--- config.mk ---
export PLATFORM = sky130hd
export DESIGN_NAME = irq_route_regwin
export DESIGN_NICKNAME = d
export VERILOG_FILES = /design/src/rtl/irw_pkg.sv /design/src/rtl/irw_win_decode.sv /design/src/rtl/irw_entry_table.sv /design/src/rtl/irq_route_regwin.sv
export SDC_FILE = /design/constraint.sdc
export NUM_CORES = 2
export LEC_CHECK = 0
export BUFFER_PORTS_ARGS = -buffer_cell sky130_fd_sc_hd__clkbuf_2
export CAP_MARGIN = 10
export CORE_AREA = 5 5 632 634
export DETAILED_ROUTE_END_ITERATION = 16
export DIE_AREA = 0 0 637 639
export GPL_ROUTABILITY_DRIVEN = 0
export SYNTH_ARGS = -nofsm -noshare
export SYNTH_HDL_FRONTEND = slang
export SYNTH_HIERARCHICAL = 1
export SYNTH_SLANG_ARGS = --single-unit
--- constraint.sdc ---
create_clock -name clk -period 7.5 [get_ports clk]
set_input_delay 1.5 -clock clk [delete_from_list [all_inputs] [get_ports clk]]
set_output_delay 1.5 -clock clk [all_outputs]
set_load 0.1 [all_outputs]
--- src/rtl/irw_pkg.sv ---
package irw_pkg;

    localparam logic [7:0] SEL_OFFSET    = 8'h00;
    localparam logic [7:0] WINDOW_OFFSET = 8'h10;

    localparam logic [7:0] IDX_IDENT     = 8'h00;
    localparam logic [7:0] IDX_VERSION   = 8'h01;
    localparam logic [7:0] IDX_ENTRY0    = 8'h10;

    localparam logic [7:0] VERSION_CODE  = 8'h11;
    localparam int         MASK_BIT      = 16;

    typedef enum logic [1:0] {
        WIN_ZERO  = 2'd0,
        WIN_IDENT = 2'd1,
        WIN_VER   = 2'd2,
        WIN_ENTRY = 2'd3
    } win_kind_e;

endpackage

--- src/rtl/irw_win_decode.sv ---
module irw_win_decode
    import irw_pkg::*;
#(
    parameter int NUM_ENTRIES = 24,
    parameter int IDX_W       = 5
) (
    input  logic [7:0]       sel_i,
    output win_kind_e        kind_o,
    output logic [IDX_W-1:0] idx_o,
    output logic             hi_o
);

    logic [7:0] rel;
    logic [6:0] num;

    always_comb begin
        rel    = sel_i - IDX_ENTRY0;
        num    = rel[7:1];
        hi_o   = rel[0];
        idx_o  = num[IDX_W-1:0];
        kind_o = WIN_ZERO;
        if (sel_i == IDX_IDENT) begin
            kind_o = WIN_IDENT;
        end else if (sel_i == IDX_VERSION) begin
            kind_o = WIN_VER;
        end else if (sel_i >= IDX_ENTRY0 && int'(num) < NUM_ENTRIES) begin
            kind_o = WIN_ENTRY;
        end
    end

endmodule

--- src/rtl/irw_entry_table.sv ---
module irw_entry_table
    import irw_pkg::*;
#(
    parameter int NUM_ENTRIES = 24,
    parameter int IDX_W       = 5
) (
    input  logic                      clk,
    input  logic                      rst_n,
    input  logic                      wr_en,
    input  logic [IDX_W-1:0]          wr_idx,
    input  logic                      wr_hi,
    input  logic [31:0]               wr_data,
    input  logic [IDX_W-1:0]          rd_idx,
    input  logic                      rd_hi,
    output logic [31:0]               rd_data,
    output logic [NUM_ENTRIES*64-1:0] table_o,
    output logic                      rescan_o
);

    localparam logic [63:0] ENTRY_RESET = 64'(1) << MASK_BIT;

    typedef struct packed {
        logic [NUM_ENTRIES-1:0][63:0] ent;
        logic                         rescan;
    } tbl_state_t;

    tbl_state_t state_d, state_q;

    always_comb begin
        state_d        = state_q;
        state_d.rescan = wr_en;
        if (wr_en) begin
            if (wr_hi) begin
                state_d.ent[wr_idx][63:32] = wr_data;
            end else begin
                state_d.ent[wr_idx][31:0]  = wr_data;
            end
        end
    end

    always_ff @(posedge clk or negedge rst_n) begin
        if (!rst_n) begin
            state_q.rescan <= 1'b0;
            for (int i = 0; i < NUM_ENTRIES; i++) begin
                state_q.ent[i] <= ENTRY_RESET;
            end
        end else begin
            state_q <= state_d;
        end
    end

    assign rd_data  = rd_hi ? state_q.ent[rd_idx][63:32] : state_q.ent[rd_idx][31:0];
    assign table_o  = state_q.ent;
    assign rescan_o = state_q.rescan;

    // a half write leaves the opposite half of that entry alone
    for (genvar g = 0; g < NUM_ENTRIES; g++) begin : g_half_chk
        assert_other_half_R8 : assert property (@(posedge clk) disable iff (!rst_n)
            (wr_en && int'(wr_idx) == g) |=>
                (wr_hi ? $stable(state_q.ent[g][31:0]) : $stable(state_q.ent[g][63:32])));
    end

    // without an entry write the table holds its value
    assert_no_write_stable_R9 : assert property (@(posedge clk) disable iff (!rst_n)
        !wr_en |=> $stable(state_q.ent));

endmodule

--- src/rtl/irq_route_regwin.sv ---
module irq_route_regwin
    import irw_pkg::*;
#(
    parameter int NUM_ENTRIES = 24,
    parameter int ADDR_W      = 12
) (
    input  logic                      clk,
    input  logic                      rst_n,
    input  logic                      bus_valid,
    input  logic                      bus_we,
    input  logic [ADDR_W-1:0]         bus_addr,
    input  logic [31:0]               bus_wdata,
    output logic [31:0]               bus_rdata,
    output logic                      bus_rvalid,
    output logic [NUM_ENTRIES*64-1:0] route_table,
    output logic                      rescan
);

    localparam int         IDX_W     = (NUM_ENTRIES > 1) ? $clog2(NUM_ENTRIES) : 1;
    localparam logic [7:0] LAST_NUM  = 8'(NUM_ENTRIES - 1);
    localparam logic [31:0] VER_WORD = {8'h00, LAST_NUM, 8'h00, VERSION_CODE};
    localparam logic [7:0] SEL_LIMIT = 8'(16 + 2 * NUM_ENTRIES);

    typedef struct packed {
        logic [7:0]  sel;
        logic [7:0]  ident;
        logic [31:0] rdata;
        logic        rvalid;
    } top_state_t;

    top_state_t state_d, state_q;

    logic [7:0]       offs;
    logic             hit_sel, hit_win;
    win_kind_e        kind;
    logic [IDX_W-1:0] ent_idx;
    logic             ent_hi;
    logic             tbl_wr;
    logic [31:0]      tbl_rd;
    logic             unused_addr_hi;

    assign offs           = bus_addr[7:0];
    assign unused_addr_hi = ^bus_addr[ADDR_W-1:8];
    assign hit_sel        = (offs == SEL_OFFSET);
    assign hit_win        = (offs == WINDOW_OFFSET);

    irw_win_decode #(
        .NUM_ENTRIES (NUM_ENTRIES),
        .IDX_W       (IDX_W)
    ) u_decode (
        .sel_i  (state_q.sel),
        .kind_o (kind),
        .idx_o  (ent_idx),
        .hi_o   (ent_hi)
    );

    assign tbl_wr = bus_valid && bus_we && hit_win && (kind == WIN_ENTRY);

    irw_entry_table #(
        .NUM_ENTRIES (NUM_ENTRIES),
        .IDX_W       (IDX_W)
    ) u_table (
        .clk      (clk),
        .rst_n    (rst_n),
        .wr_en    (tbl_wr),
        .wr_idx   (ent_idx),
        .wr_hi    (ent_hi),
        .wr_data  (bus_wdata),
        .rd_idx   (ent_idx),
        .rd_hi    (ent_hi),
        .rd_data  (tbl_rd),
        .table_o  (route_table),
        .rescan_o (rescan)
    );

    always_comb begin
        state_d        = state_q;
        state_d.rvalid = bus_valid && !bus_we;
        state_d.rdata  = '0;
        if (bus_valid && !bus_we) begin
            if (hit_sel) begin
                state_d.rdata = {24'h0, state_q.sel};
            end else if (hit_win) begin
                unique case (kind)
                    WIN_IDENT: state_d.rdata = {state_q.ident, 24'h0};
                    WIN_VER:   state_d.rdata = VER_WORD;
                    WIN_ENTRY: state_d.rdata = tbl_rd;
                    default:   state_d.rdata = '0;
                endcase
            end
        end
        if (bus_valid && bus_we) begin
            if (hit_sel) begin
                state_d.sel = bus_wdata[7:0];
            end else if (hit_win && kind == WIN_IDENT) begin
                state_d.ident = bus_wdata[31:24];
            end
        end
    end

    always_ff @(posedge clk or negedge rst_n) begin
        if (!rst_n) begin
            state_q <= '0;
        end else begin
            state_q <= state_d;
        end
    end

    assign bus_rdata  = state_q.rdata;
    assign bus_rvalid = state_q.rvalid;

    // read data valid only after a read request
    assert_read_latency_R11 : assert property (@(posedge clk) disable iff (!rst_n)
        bus_rvalid |-> $past(bus_valid && !bus_we));

    // version word is constant
    assert_version_word_R5 : assert property (@(posedge clk) disable iff (!rst_n)
        (bus_valid && !bus_we && offs == WINDOW_OFFSET && state_q.sel == IDX_VERSION)
            |=> (bus_rdata == VER_WORD));

    // identifier reads leave the low 24 bits clear
    assert_ident_low_zero_R4 : assert property (@(posedge clk) disable iff (!rst_n)
        (bus_valid && !bus_we && offs == WINDOW_OFFSET && state_q.sel == IDX_IDENT)
            |=> (bus_rdata[23:0] == 24'h0));

    // a strobe is always caused by a window write to an in-range entry index
    assert_rescan_cause_R10 : assert property (@(posedge clk) disable iff (!rst_n)
        rescan |-> $past(bus_valid && bus_we && offs == WINDOW_OFFSET &&
                         state_q.sel >= IDX_ENTRY0 && state_q.sel < SEL_LIMIT));

endmodule

==> results by group <==
Outcome
  – Status: finished, final reports clean

Timing
  – Tcrit/Tclk final: 0.750
  – FMAX: 0.178 GHz
  – Final Skew: 92.6 ps
  – Worst-Margin Slew: 1420 ps
  – Min Hold Slack: 483 ps
  – Fin Setup TNS: 0 ps
  – Slew Viols, Final: 0
  – Final Hold Viols: 0
  – Count of final setup violators: 0
  – Slew headroom: 0.0458
  – Tmin final: 5620 ps
  – RSZ-0062 raised after global routing: no

Logic synthesis
  – Ys flop type: dfrtp_1
  – Top cell type's share of synthesized area: 0.545
  – Simple-Gate Fraction of Synth Area: 0.0286
  – Top post-synthesis cells by count: mux2_2 (1584), dfrtp_1 (1562), mux4_2 (295)
  – FF+latch count, synth: 1586
  – Mux contribution to synthesized area: 0.348
  – Synth Area in Compound Gates: 0.0364
  – Synth Instances: 4754
  – EDFF count, synth: 0
  – Netlist cell types: 57
  – Main combinational cell family by area after synthesis: multiplexers
  – Syn_nets: 4804
  – Synthesis warning total: 6
  – Syn Area/Cell: 15.1 um2
  – Sequential cell area fraction in the yosys report: 0.554
  – Ys async rst share: 1.00
  – Count leader, synth: mux2_2
  – Post-Syn Area: 71700 um2
  – Cell taking the most area after synthesis: dfrtp_1
  – Xor-xnor portion of the synthesized cell area: 0
  – Top post-synthesis cells by area: dfrtp_1 (55%), mux2_2 (25%), mux4_2 (9.3%), clkbuf_1 (1.2%), buf_2 (1.1%)
  – Adder-Cell Fraction of Synth Area: 0.000349

Clock tree
  – Root Driver: clkbuf_16
  – Inserted Clock Buffers: 202
  – PostCTS Resize Cnt: 0
  – Clk_lat worst skew: 950 ps
  – Clock-pin slew on the worst setup and hold paths: 60 ps
  – CTS Sinks: 1586
  – Clock Path Buffers: 4
  – TritonCTS clock tree: built
  – Hold-fix buffers at CTS: 0
  – # Post-CTS Setup Buffers: 0
  – H-tree depth reported by CTS: 4

Power and ir drop
  – Total power draw: 19.7 mW
  – Max VDD drop: 0.209 mV
  – Pleak: 46.7 nW
  – P per Cell Area: 211 nW/um2

Route
  – Post-route ant nets: 0
  – Final WL: 485000 um
  – 1st-pass router iterations: 6
  – Remaining DRCs: 0
  – Drt initial violations: 5776
  – WL per Instance: 41.5 um
  – Vias per Instance: 4.62
  – Vias: 54.0k

Die
  – Die ar.: 407000 um2
  – Die Ht: 639 um
  – Top Ports: 1618
  – Rows: 231
  – DIE WIDTH: 637 um
  – Initial cell density of the core: 0.182
  – Core Box Area: 394000 um2

Critical path
  – Critical Path Sink Type: register
  – Reg2reg path depth: 14
  – Flop2flop setup slack: 1880 ps
  – Crit-path max FO: 51
  – Worst flop-to-flop path endpoint: u_table/table_o[125]
  – Worst Path Class, Setup: reg2reg
  – Reg-to-Reg Start: state_q[45]
  – Worst Path Arrival: 6350 ps
  – CP required: 8230 ps
  – Worst setup SP type: register

Global route
  – Vias in the first global route: 52.9k
  – Overflow after GRT: 0
  – First-pass GRT wire length: 612000 um
  – Largest net degree at the start of global routing: 177
  – Initial antenna violation count: 62
  – Total track usage: 0.229

Finish
  – Final net count: 6310
  – Design Area, Final: 93300 um2
  – Syn-to-layout area delta: 30.2%
  – Final instance count without filler cells: 11.7k
  – Share of cells above drive strength 1: 0.645

Hold path
  – Hold Path Class: in2async

Job
  – Max-cap viol count: 0

Placed design
  – Hpwl dp: 371000 um
  – Dpl cell area: 86300 um2
  – I/O Buffers: 1613
  – Dpl cells: 11.3k
-- routing by layer --
layer	GRT usage	share of wire
met1	0.271	0.38
met2	0.381	0.48
met3	0.0708	0.091
met4	0.105	0.057
met5	0	0.000089
-- through the flow --
stage,util,worst slack [ps]
CTS,0.237,1760
global placement,0.219,1560
floorplan,-,3590
detailed placement,0.219,1550
finish,0.237,1880
global route,0.237,1560
-- cells in the final DEF (no fill, tap or decap), drive strengths merged, types with 5 or more instances in the layout --
master    synthesis  final
a21oi            37     37
nor2b           104    104
a31o             25     25
o31ai             7      7
clkbuf          237   1883
nand3b            5      5
inv               9     21
dfrtp          1562   1562
nand2b           11     11
diode             0     26
mux2i            28     28
mux2           1602   1602
nand3            13     13
clkinv            0     50
o22a              7      7
nor2             85     85
bufinv            0     18
o221ai            7      7
nand4b            6      6
buf             267    196
a221oi            7      7
dfstp            24     24
a22oi            79     79
o21ai             8      8
o22ai            82     82
nor3             33     33
a211oi          100    100
clkinvlp          0      8
a21o              7      7
mux4            295    295
nor4             28     28
and2             15     15
nand2            32     32
-- power breakdown --
| part | leakage, nW | total [mW] | internal [mW] | switching, mW |
|---|---|---|---|---|
| Combinational | 21.2 | 0.744 | 0.126 | 0.617 |
| Sequential | 22.1 | 8.57 | 8.56 | 0.00616 |
| Clock | 3.40 | 10.4 | 6.02 | 4.37 |
-- logic make-up after synthesis --
| family | after synthesis |
|---|---|
| muxes | 1925 |
| adders and majority gates | 2 |
| and+or+nand+nor | 360 |
| AOI/OAI and AO/OA | 368 |
| buffers and inverters | 513 |
| DFF | 1586 |
-- worst max-delay path by stage --
stage                start              endpoint  cells past startpoint
2_1_floorplan  bus_addr[1]  u_table/table_o[578]                      7
3_3_place_gp   bus_addr[4]  u_table/table_o[129]                     10
3_5_place_dp   bus_addr[4]  u_table/table_o[137]                     10
4_1_cts        state_q[45]  u_table/table_o[125]                     13
5_1_grt        state_q[45]  u_table/table_o[131]                     15
6_report       state_q[45]  u_table/table_o[125]                     14
-- layout make-up --
type,count,area [um2]
multi-input cells,2655,30200
well taps,5242,6560
clock buffers,273,5730
diodes,26,65.1
repair buffers,1806,9770
inverters,9,42.5
flip-flops and latches,1586,39700
clock inverters,88,1210
fillers,41625,300000
-- state kept, by name, indices dropped and copies added, names as in the netlist --
| register | count |
|---|---|
| state_q | 16 |
| bus_rvalid | 1 |
| bus_rdata | 32 |
| u_table/table_o | 1536 |
| u_table/rescan_o | 1 |
-- critical path, stage by stage (launching register included) --
cell	delay, ps
dfrtp_1	480
inv_8	170
ha_1	310
nor3_1	240
nand3_2	120
nand3_1	220
and2_1	160
buf_4	360
nand2_1	100
nor3_1	350
buf_4	280
nand4b_1	570
nor2_4	1100
buf_4	470
mux2_2	370
Note: power is estimated with default switching activity, not from simulation.
